===== src/rtl/vfim_pkg.sv =====
package vfim_pkg;
   typedef enum logic {
      OP_UNMASK = 1'b0,
      OP_MASK   = 1'b1
   } mask_op_e;

   // Value that disables the reverse direction, and the bit it uses.
   localparam int unsigned PF_OFF_BIT = 1;
endpackage


===== src/rtl/vfim_mask_half.sv =====
module vfim_mask_half #(
   parameter int unsigned REG_W   = 32,
   parameter int unsigned FLD_W   = 16,
   parameter int unsigned FLD_LSB = 0,
   parameter logic [REG_W-1:0] RST_OTHER = '0
) (
   input  logic             clk,
   input  logic             rst_n,
   input  logic             cmd_valid,
   input  vfim_pkg::mask_op_e op,
   input  logic [FLD_W-1:0] sel,
   output logic [REG_W-1:0] q,
   output logic [FLD_W-1:0] fld
);
   localparam int unsigned FLD_MSB = FLD_LSB + FLD_W - 1;

   generate
      if (FLD_MSB >= REG_W) begin : g_bad_fit
         $error("mask field does not fit in register");
      end
   endgenerate

   logic             touch;
   logic [REG_W-1:0] q_nxt;

   // Read-modify-write only when this half is addressed at all.
   assign touch = cmd_valid && (|sel);

   genvar b;
   generate
      for (b = 0; b < REG_W; b++) begin : g_bit
         if (b >= FLD_LSB && b <= FLD_MSB) begin : g_fld
            always_comb begin
               q_nxt[b] = q[b];
               if (sel[b-FLD_LSB])
                  q_nxt[b] = (op == vfim_pkg::OP_MASK);
            end
            always_ff @(posedge clk or negedge rst_n) begin
               if (!rst_n)
                  q[b] <= 1'b1;
               else if (touch)
                  q[b] <= q_nxt[b];
            end
         end else begin : g_keep
            assign q_nxt[b] = q[b];
            always_ff @(posedge clk or negedge rst_n) begin
               if (!rst_n)
                  q[b] <= RST_OTHER[b];
               else
                  q[b] <= q[b];
            end
         end
      end
   endgenerate

   assign fld = q[FLD_MSB:FLD_LSB];
endmodule


===== src/rtl/vfim_irq_combine.sv =====
module vfim_irq_combine #(
   parameter int unsigned N       = 32,
   parameter bit          REG_OUT = 1'b0
) (
   input  logic         clk,
   input  logic         rst_n,
   input  logic [N-1:0] pend,
   input  logic [N-1:0] masked,
   output logic         irq
);
   logic [N-1:0] live;
   logic         any_live;

   assign live     = pend & ~masked;
   assign any_live = |live;

   generate
      if (REG_OUT) begin : g_reg
         always_ff @(posedge clk or negedge rst_n) begin
            if (!rst_n)
               irq <= 1'b0;
            else
               irq <= any_live;
         end
      end else begin : g_comb
         assign irq = any_live;
      end
   endgenerate
endmodule


===== src/rtl/vfim_pf_reg.sv =====
module vfim_pf_reg #(
   parameter int unsigned REG_W   = 32,
   parameter int unsigned OFF_BIT = 1
) (
   input  logic             clk,
   input  logic             rst_n,
   input  logic             wr,
   input  logic [REG_W-1:0] wdata,
   output logic [REG_W-1:0] q,
   output logic             en
);
   localparam logic [REG_W-1:0] RST_VAL = REG_W'(1) << OFF_BIT;

   generate
      if (OFF_BIT >= REG_W) begin : g_bad_bit
         $error("disable bit outside register");
      end
   endgenerate

   always_ff @(posedge clk or negedge rst_n) begin
      if (!rst_n)
         q <= RST_VAL;
      else if (wr)
         q <= wdata;
   end

   assign en = ~q[OFF_BIT];
endmodule


===== src/rtl/vfim_top.sv =====
module vfim_top #(
   parameter int unsigned NUM_FN  = 32,
   parameter int unsigned REG_W   = 32,
   parameter int unsigned LO_LSB  = 9,
   parameter int unsigned HI_LSB  = 0,
   parameter bit          IRQ_REG = 1'b0
) (
   input  logic              clk,
   input  logic              rst_n,
   input  logic              cmd_valid,
   input  logic              cmd_op,
   input  logic [NUM_FN-1:0] cmd_fmask,
   input  logic [NUM_FN-1:0] fn_pend,
   output logic [REG_W-1:0]  rd_lo,
   output logic [REG_W-1:0]  rd_hi,
   output logic              irq_out,
   input  logic              pf_wr,
   input  logic [REG_W-1:0]  pf_wdata,
   output logic [REG_W-1:0]  pf_q,
   output logic              pf_msg_en
);
   localparam int unsigned HALF = NUM_FN / 2;

   generate
      if (NUM_FN % 2 != 0) begin : g_bad_count
         $error("function count must be even");
      end
   endgenerate

   vfim_pkg::mask_op_e op;
   logic [HALF-1:0]    lo_fld;
   logic [HALF-1:0]    hi_fld;

   assign op = vfim_pkg::mask_op_e'(cmd_op);

   vfim_mask_half #(
      .REG_W(REG_W), .FLD_W(HALF), .FLD_LSB(LO_LSB), .RST_OTHER('0)
   ) i_lo (
      .clk(clk), .rst_n(rst_n), .cmd_valid(cmd_valid), .op(op),
      .sel(cmd_fmask[HALF-1:0]), .q(rd_lo), .fld(lo_fld)
   );

   vfim_mask_half #(
      .REG_W(REG_W), .FLD_W(HALF), .FLD_LSB(HI_LSB), .RST_OTHER('0)
   ) i_hi (
      .clk(clk), .rst_n(rst_n), .cmd_valid(cmd_valid), .op(op),
      .sel(cmd_fmask[NUM_FN-1:HALF]), .q(rd_hi), .fld(hi_fld)
   );

   vfim_irq_combine #(.N(NUM_FN), .REG_OUT(IRQ_REG)) i_irq (
      .clk(clk), .rst_n(rst_n), .pend(fn_pend),
      .masked({hi_fld, lo_fld}), .irq(irq_out)
   );

   vfim_pf_reg #(.REG_W(REG_W), .OFF_BIT(vfim_pkg::PF_OFF_BIT)) i_pf (
      .clk(clk), .rst_n(rst_n), .wr(pf_wr), .wdata(pf_wdata),
      .q(pf_q), .en(pf_msg_en)
   );
endmodule


===== config.mk =====
export PLATFORM = sky130hd
export DESIGN_NAME = vfim_top
export DESIGN_NICKNAME = d
export VERILOG_FILES = /design/src/rtl/vfim_pkg.sv /design/src/rtl/vfim_mask_half.sv /design/src/rtl/vfim_irq_combine.sv /design/src/rtl/vfim_pf_reg.sv /design/src/rtl/vfim_top.sv
export SDC_FILE = /design/constraint.sdc
export NUM_CORES = 1
export LEC_CHECK = 0
export BUFFER_PORTS_ARGS = -buffer_cell sky130_fd_sc_hd__buf_2
export CAP_MARGIN = 15
export CORE_UTILIZATION = 48
export CTS_BUF_LIST = sky130_fd_sc_hd__clkbuf_2 sky130_fd_sc_hd__clkbuf_4 sky130_fd_sc_hd__clkbuf_8
export DETAILED_ROUTE_END_ITERATION = 6
export MAX_ROUTING_LAYER = met4
export PLACE_DENSITY = 0.94
export SLEW_MARGIN = 15
export SYNTH_ARGS = -nofsm -noshare
export SYNTH_HDL_FRONTEND = slang
export SYNTH_SLANG_ARGS = --single-unit

===== constraint.sdc =====
create_clock -name clk -period 2.1 [get_ports clk]
set_clock_uncertainty 0.15 [all_clocks]
set_input_delay 0.315 -clock clk [delete_from_list [all_inputs] [get_ports clk]]
set_output_delay 0.315 -clock clk [all_outputs]
set_load 0.02 [all_outputs]

---- Word-level counts from Yosys, hierarchy flattened ----
Index checks and enable logic that the tools add are counted.
word-level totals
  register bits ........................... 64
  input port bits ......................... 101
  output and inout port bits .............. 98
cells by class
  bitwise gates (word level) .............. 3
  reduce and logical (&&, ||, !) cells .... 37
operators with widths
  kind                 count
  2-bit AND reduction  32
  32-bit AND           1
  32-bit inverter      1
  16-bit OR reduction  2
  32-bit OR reduction  1
  1-bit logical AND    2
  1-bit inverter       1

---- Depth between registers and ports, before layout ----
Gate-level depths: netlist of the first run.
  depth in word-level cells ............... 3
  depth in mapped cells ................... 4

---- Cells and area by module ----
A second synthesis of the first run with hierarchy kept.
second synthesis, totals
  cell total of the unflattened synthesis .. 290
  area, all modules ....................... 3555.9 um^2
by module, submodules not included
  module                  times used  cells each  area each (um^2)  seq. area each (um^2)
  vfim_pf_reg             1           69          1350.0            802.0
  vfim_mask_half at i_hi  1           84          978.4             420.4
  vfim_mask_half at i_lo  1           84          975.9             420.4
  vfim_irq_combine        1           53          251.5             0.0

---- Worst setup path before layout of the first run ----
Ideal clock, no wire load.
  kind .................................... register -> output
  from .................................... reg i_lo.q[15] (netlist: i_lo.fld[6])
  to ...................................... out irq_out
  arrival time ............................ 1.185 ns
  slack ................................... 0.450 ns
  cell stages (with the launch flop) ...... 4
  cells stage by stage .................... dfstp_2 > o22ai_1 > nor4_1 > nand4_1
on the way
  word-level cells in the longest chain between the ends .. 3
RTL lines
  what                             line                    RTL
  start, declared                  vfim_mask_half.sv:12    output logic [REG_W-1:0] q,
  start signal, assigned by index  vfim_mask_half.sv:42    q[b] <= q_nxt[b];
  32-bit inverter                  vfim_irq_combine.sv:14  assign live = pend & ~masked;
  32-bit AND                       vfim_irq_combine.sv:14
  32-bit OR reduction              vfim_irq_combine.sv:15  assign any_live = |live;
  end, declared                    vfim_top.sv:16          output logic irq_out,
No other way between the ends.

---- Worst setup path after layout of the first run ----
  from .................................... reg i_hi.q[0] (netlist: i_hi.fld[0])
  to ...................................... out irq_out
on the way
  word-level cells in the longest chain between the ends .. 3
RTL lines
  what                             line
  start, declared                  vfim_mask_half.sv:12
  start signal, assigned by index  vfim_mask_half.sv:42
  32-bit inverter                  vfim_irq_combine.sv:14
  32-bit AND                       vfim_irq_combine.sv:14
  32-bit OR reduction              vfim_irq_combine.sv:15
No other way between the ends.

==> flow_results.org, run 1 <==
** Status
- The run finished with clean final reports.

** Hold path
- The worst hold path was traced through 3 stages.
- The startpoint identified for the worst hold timing path is pf_wdata[1].
- The min-delay analysis places its worst path in the category in -> reg.

** Floorplan
- In this run the vertical extent of the chip is 83.2 µm.
- Core Area :: 6350 µm²
- For this configuration, the core starts out at a cell density of 49.9%.
- Top Ports :: 199
- Die X :: 83.2 µm
- Placement row count :: 29
- The floorplan step defined a die boundary enclosing 6920 µm².

** Synth
- Sequential elements use 51.9% of the synthesized area.
- The Yosys step of the flow raised 0 warnings.
- Share of the synthesized area in the top cell type :: 27.4%
- Post-synthesis register bit count :: 64
- In this run the mean area of a mapped cell was 12.3 µm².
- Cell variety after synth :: 15
- Synthesis produced a netlist whose cell count is 258.
- Number of enable-type register cells in the synthesized netlist :: 0
- Async set-or-reset flop fraction in the synthesized netlist :: 100%
- The largest total area in the synthesized netlist belongs to dfstp_2.
- Synth area leaders :: dfstp_2 27%, dfrtp_1 25%, mux2_4 14%
- Summed instance area of the synthesized netlist :: 3170 µm²
- Ranked by instance count, the synthesized netlist is headed by 35 x buf_4, 33 x dfstp_2, 33 x inv_1, 33 x mux2_2, 33 x nand2_1.
- Most numerous cell in the Yosys netlist :: buf_4
- The most used flip-flop cell after synthesis is dfstp_2.

** STA
- After routing, the total negative slack on setup checks comes to 0 ns.
- Slew Viols, Final :: 0
- At the pin with the least slew margin, the transition time is 0.645 ns.
- The number of endpoints with negative hold slack in the final report came to 0.
- Count of endpoints failing setup in the final report :: 0
- After layout, the worst path uses 97.9% of the clock period.
- Shortest clock period the worst path allows after layout :: 2.06 ns
- RSZ-0062 raised after global routing :: yes
- Final worst-path setup slack :: 0.0438 ns
- In this run the tightest slew margin relative to its limit is 57.0%.
- Achievable frequency :: 0.486 GHz

** Detailed routing
- In the routed layout, each cell is associated on average with a via count of 4.61.
- Total number of vias :: 2,372
- In this run the remaining antenna-violating nets after routing total 0.
- Routed wire length per instance :: 14.0 µm
- Before antenna repair, the detailed router went through 6 iterations.
- For this run, design rule violations remaining after detail routing come to 0.
- DR iter-0 viols :: 63
- Total detailed-routing wirelength :: 7.21 mm

** Setup path
- The worst setup path is launched from a flop.
- The worst setup path is of the reg -> out kind.
- Slack of the worst reg-to-reg path :: 1.08 ns
- Worst reg2reg startpoint :: i_hi.fld[0]$_DFFE_PN1P_
- The worst register-to-register path has a depth of 2.
- Capturing element type of the critical path :: output pin
- In this run the worst setup path begins at i_hi.fld[0]$_DFFE_PN1P_.
- Data arrives at the worst endpoint at 1.59 ns.
- Data required, critical path :: 1.63 ns
- Crit Path Max Fanout :: 2

** Finish
- Relative to the synthesized area, the layout overhead comes to 36.2%.
- Summed area of non-filler cells in the final layout :: 4310 µm²
- At the end of the flow the core is filled with cells to 67.9%.
- The net count of the finished layout is 534.
- Diode count :: 0
- Of the cells placed in the final design, the portion with a size suffix greater than 1 is 67.1%.

** Global routing
- In the global route stage, overall resource usage came out at 21.9%.
- The total overflow left after global routing is 0.
- Entering global routing, the biggest net connects 65 pins.
- The number of antenna violations at the first check in global routing was 0.
- The first global-routing pass estimated 11.6 mm of wire.
- Vias in the first global route :: 2,447

** Clocking
- After clock tree synthesis, the clock-pin slew on the worst setup and hold paths is 0.07 ns.
- Clock root cell :: clkbuf_8
- TritonCTS clock tree :: yes
- Clock tree synthesis found a total of 64 sinks.
- CTS built an H-tree with a depth of 3.
- The clock passes through at most 2 buffers.
- Clock insertion delay at the later pin of the skew report :: 0.32 ns
- Counting the buffers created by CTS gives 9.

** Power
- Worst ir drop on vdd :: 0.493 mV
- Summed over all cells, the static leakage comes to 2.33 nW.
- Design Power :: 3.80 mW
- Power density over the cells :: 880 nW/µm²

** Placed design
- Before CTS, the worst setup slack after placement is 0.135 ns.
- Placed standard-cell area :: 3920 µm²
- Summed over all nets, the half-perimeter wirelength after detailed placement is 5.41 mm.
- Number of buffer cells added on primary ports :: 166
- Gpl congestion :: 0.774

** Flow run
- Across the run, the number of max-cap violations was 0.
-- what timing repair did --
item,in CTS,in global routing
buffers inserted,5,2
pin swaps,3,3
gates resized for setup,11,2
endpoints found under the setup margin,1,1
endpoints found under the hold margin,31,0
hold buffers,1,0
-- registers in the layout (all words and copies together), names as in the netlist --
name	flops
i_hi.fld	16
i_lo.fld	16
i_pf.q	32
-- layout make-up --
| class | count | area (µm²) |
|---|---|---|
| fill | 479 | 2040 |
| inverter | 33 | 124 |
| clock inverter | 6 | 115 |
| tap | 77 | 96.3 |
| clock buffer | 10 | 138 |
| sequential | 64 | 1640 |
| multi-input combinational | 150 | 1280 |
| timing repair buffer | 175 | 920 |
-- logic make-up after synthesis --
| logic type | share of synthesized area (%) |
|---|---|
| multiplexers | 26.0 |
| other | 0.118 |
| AO/OA/AOI/OAI | 3.32 |
| AND/OR/NAND/NOR | 4.90 |
| buffers and inverters | 13.8 |
| flip-flops | 51.9 |
-- per-stage QoR --
stage | hold slack [ns] | std cells
after detailed placement | 0.205 | 491
final | 0.0697 | 515
after global routing | 0.0529 | 515
after global placement | 0.198 | 491
after CTS | 0.0514 | 513
after floorplan | -0.131 | 289
-- cell usage in the layout (no fill, tap or decap) --
cell type | Yosys | final
buf_12 | 0 | 1
buf_2 | 1 | 165
buf_4 | 35 | 7
buf_6 | 3 | 1
bufinv_16 | 0 | 3
clkbuf_8 | 0 | 10
clkinv_4 | 0 | 1
clkinvlp_4 | 0 | 1
conb_1 | 1 | 32
dfrtp_1 | 31 | 31
dfstp_2 | 33 | 33
dlygate4sd3_1 | 0 | 1
inv_1 | 33 | 33
inv_6 | 0 | 1
mux2_2 | 33 | 33
mux2_4 | 30 | 30
nand2_1 | 33 | 33
nand4_1 | 1 | 1
nor4_1 | 4 | 1
nor4_2 | 0 | 1
nor4_4 | 0 | 2
o21ai_0 | 1 | 1
o22ai_1 | 16 | 11
o22ai_2 | 0 | 4
o22ai_4 | 0 | 1
-- per-layer routing --
metal / track usage (%) / vias up / part of all wire, %
met5: - / - / 0
met4: 8.31 / 0 / 1.2
met3: 4.77 / 6 / 5.5
met2: 36.2 / 120 / 50
met1: 26.4 / 1108 / 43
li1: - / 1138 / -
-- report_power, final --
| group | total, mW | switching, mW | internal (mW) |
|---|---|---|---|
| clock network | 1.29 | 0.464 | 0.827 |
| logic | 0.936 | 0.511 | 0.424 |
| registers | 1.57 | 0.111 | 1.46 |
-- worst max-delay path, cell delays in order, from the launching register on --
cell	delay (ns)
dfstp_2	0.57
o22ai_4	0.08
nor4_4	0.30
nand4_1	0.15
buf_6	0.17
-- path summary, 6_finish.rpt --
kind	end
worst max register to register	i_hi.fld[0]$_DFFE_PN1P_
worst min register to register	i_pf.q[31]$_DFFE_PN0P_
max in group asynchronous	i_hi.fld[8]$_DFFE_PN1P_
worst max-delay path	irq_out
min in group asynchronous	i_pf.q[16]$_DFFE_PN0P_
worst min-delay path	i_pf.q[1]$_DFFE_PN1P_
(Power assumes the default switching activity.)
==> run 2, diff against run 1 <==
--- a/config.mk
+++ b/config.mk
@@ -7,6 +7,7 @@
 export LEC_CHECK = 0
 export BUFFER_PORTS_ARGS = -buffer_cell sky130_fd_sc_hd__buf_2
 export CAP_MARGIN = 15
+export CORE_ASPECT_RATIO = 2
 export CORE_UTILIZATION = 48
 export CTS_BUF_LIST = sky130_fd_sc_hd__clkbuf_2 sky130_fd_sc_hd__clkbuf_4 sky130_fd_sc_hd__clkbuf_8
 export DETAILED_ROUTE_END_ITERATION = 6
==> run 2 against run 1 <==
Compared with the run above:
- critical path depth stayed put
- critical endpoint unchanged
- cell count is 2.5% higher
- largest power group unchanged
- setup slack worse by 0.0093 ns
- highest routed layer unchanged
==> flow_results.org, run 2 (synthesis gave the netlist of run 1 again) <==
** Global routing
- Sum of overflow across all layers after global routing :: 0
- The first global-routing pass estimated 10.5 mm of wire.
- Pin count of the biggest net entering global routing :: 41
- Global-route total usage across every layer :: 21.8%
- The via count of the first global-routing pass came to 2,298.
- The number of antenna violations at the first check in global routing was 0.

** Finish
- The register with the most flip-flops in the layout has 32 of them.
- At the end of the flow, the number of nets in the layout was 538.
- Syn-to-layout area delta :: 35.8%
- Diode count :: 0
- Leaving out fill and tap cells, the most frequent cells in the layout are 165 x buf_2, 33 x inv_1, 33 x nand2_1, 33 x mux2_2, 33 x dfstp_2.
- Leaving out fill and tap cells, the most frequent cell in the layout is buf_2.
- Register containing the most flip-flops in the final layout :: i_pf.q
- Cells with a size suffix above 1 make up 67.2% of the layout.
- Once layout is complete, the utilization of the core stands at 67.6%.

** Detailed routing
- Residual DRC :: 0
- Post-DR vias/cell :: 4.62
- The detailed router finished its first iteration with 45 violations.
- Total number of vias :: 2,440
- Dividing the detail-routed wire length by the instance count gives 13.8 µm.
- Total detailed-routing wirelength :: 7.29 mm
- In this run the remaining antenna-violating nets after routing total 0.
- The first TritonRoute pass finished after 4 iterations.

** Power
- Worst ir drop on vdd :: 0.651 mV
- For this design the ratio of total power to cell area is 819 nW/µm².
- In this run the static leakage power is 2.32 nW.

** STA
- Across all hold checks on the routed design, the worst slack comes to 0.0598 ns.
- At the pin with the least slew margin, the transition time is 0.589 ns.
- Fin crit share :: 98.4%
- Slew HR :: 60.7%
- Slew Viols, Final :: 0
- Count of endpoints failing setup in the final report :: 0
- For the finished layout, the period the worst path requires is 2.07 ns.
- Achievable frequency :: 0.484 GHz
- The number of endpoints with negative hold slack in the final report came to 0.
- Setup repair after global routing could not meet its margin everywhere.

** Clocking
- TritonCTS built the clock tree.
- Clock buffer depth :: 2
- Clock transition at path regs :: 0.07 ns
- CTS sink count :: 64
- Inserted Clock Buffers :: 9
- In this run the number of H-tree levels came out at 3.
- Clock insertion delay at the later pin of the skew report :: 0.33 ns
- The tree is rooted in a clkbuf_8.

** Floorplan
- Measured along the y axis, the die boundary spans 117 µm.
- In this run the standard cell core region covers 6360 µm².
- Top Ports :: 199
- Placement row count :: 41
- The floorplan step set the die width to 59.4 µm.
- The initial utilization of the core area, before any placement, comes to 49.8%.
- Total Die Area :: 6940 µm²

** Placed design
- Gpl congestion :: 0.872
- Number of buffer cells added on primary ports :: 166
- Dpl hpwl :: 5.59 mm

** Setup path
- Longest individual stage delay on the worst path :: 0.55 ns
- Data required, critical path :: 1.63 ns
- Setup crit start kind :: flop
- Crit Path Max Fanout :: 2
- Data on the critical path arrives at its endpoint at 1.60 ns.
- The critical path is of the reg -> out type.
- Worst-path cell chain :: o22ai_2 > nor4_4 > nand4_1 > buf_6
- Master of the slowest instance on the critical path :: dfstp_2
- Capturing element type of the critical path :: output pin

** Status
- Result of the run :: complete, no violations

** Hold path
- Worst hold path class :: in -> reg

** Flow run
- Across the run, the number of max-cap violations was 0.
## run 2: changes by cell type in the layout (fill, tap and decap cells not counted)
cell	change
buf_12	+1
buf_4	+3
bufinv_16	-2
clkbuf_4	+1
clkbuf_8	-1
clkinv_2	+3
clkinv_4	-1
clkinvlp_4	+1
inv_6	-1
o22ai_1	+1
o22ai_2	-1
## run 2: metal layers
metal  share of wire, %  GRT usage, %
met5                  0             -
met4                3.2          11.0
met3                5.3          4.73
met2                 57          39.5
met1                 34          20.8
## run 2: final cells by class
type,instances,area [µm²]
Timing Repair Buffer,179,962
Multi-Input combinational cell,150,1270
Clock inverter,6,60.1
Inverter,33,124
Clock buffer,10,131
Sequential cell,64,1640
Tap cell,86,108
Fill cell,472,2060
## run 2: final timing paths
path                                    startpoint                        to  slack [ns]  depth (start not counted)
setup / recovery           i_hi.fld[0]$_DFFE_PN1P_                   irq_out        0.03                          4
hold / removal                        pf_wdata[10]    i_pf.q[10]$_DFFE_PN0P_        0.06                          2
setup reg to reg           i_hi.fld[7]$_DFFE_PN1P_   i_hi.fld[7]$_DFFE_PN1P_        1.08                          2
hold reg to reg              i_pf.q[5]$_DFFE_PN0P_     i_pf.q[5]$_DFFE_PN0P_        0.35                          1
max in group asynchronous                    rst_n  i_lo.fld[15]$_DFFE_PN1P_        0.76                          3
min in group asynchronous                    rst_n    i_pf.q[24]$_DFFE_PN0P_        0.36                          2
## run 2: report_power, final
| part | switching (mW) | internal, mW | leakage [nW] |
|---|---|---|---|
| logic | 0.517 | 0.436 | 1.51 |
| registers | 0.109 | 1.46 | 0.709 |
| clock network | 0.445 | 0.554 | 0.0955 |
| total | 1.07 | 2.45 | 2.32 |
## run 2: through the flow
step	setup WS (ns)	area (µm²)	TNS [ns]	power [mW]	cells
global placement	0.252	3950	0	2.43	501
finish	0.0345	4300	0	3.52	528
global route	-0.0386	4300	-0.0386	3.69	528
floorplan	0.450	3280	0	2.17	289
detailed placement	0.244	3950	0	2.46	501
CTS	0.00703	4210	0	3.52	521
## run 2: critical path: cells and delay by family (launching register included)
kind,cells,cell delay (ns)
AOI/OAI and AO/OA,1,0.10
and+or+nand+nor,2,0.47
buffers and inverters,1,0.16
DFF,1,0.55
## run 2: timing repair
| item | 4_1_cts | 5_1_grt |
|---|---|---|
| resized for setup | 6 | 6 |
| setup endpoints to repair | 1 | 1 |
| hold endpoints to repair | 6 | 0 |
| hold buffers | 1 | 0 |
| buffers inserted | 3 | 7 |
| pin swaps | 3 | 4 |
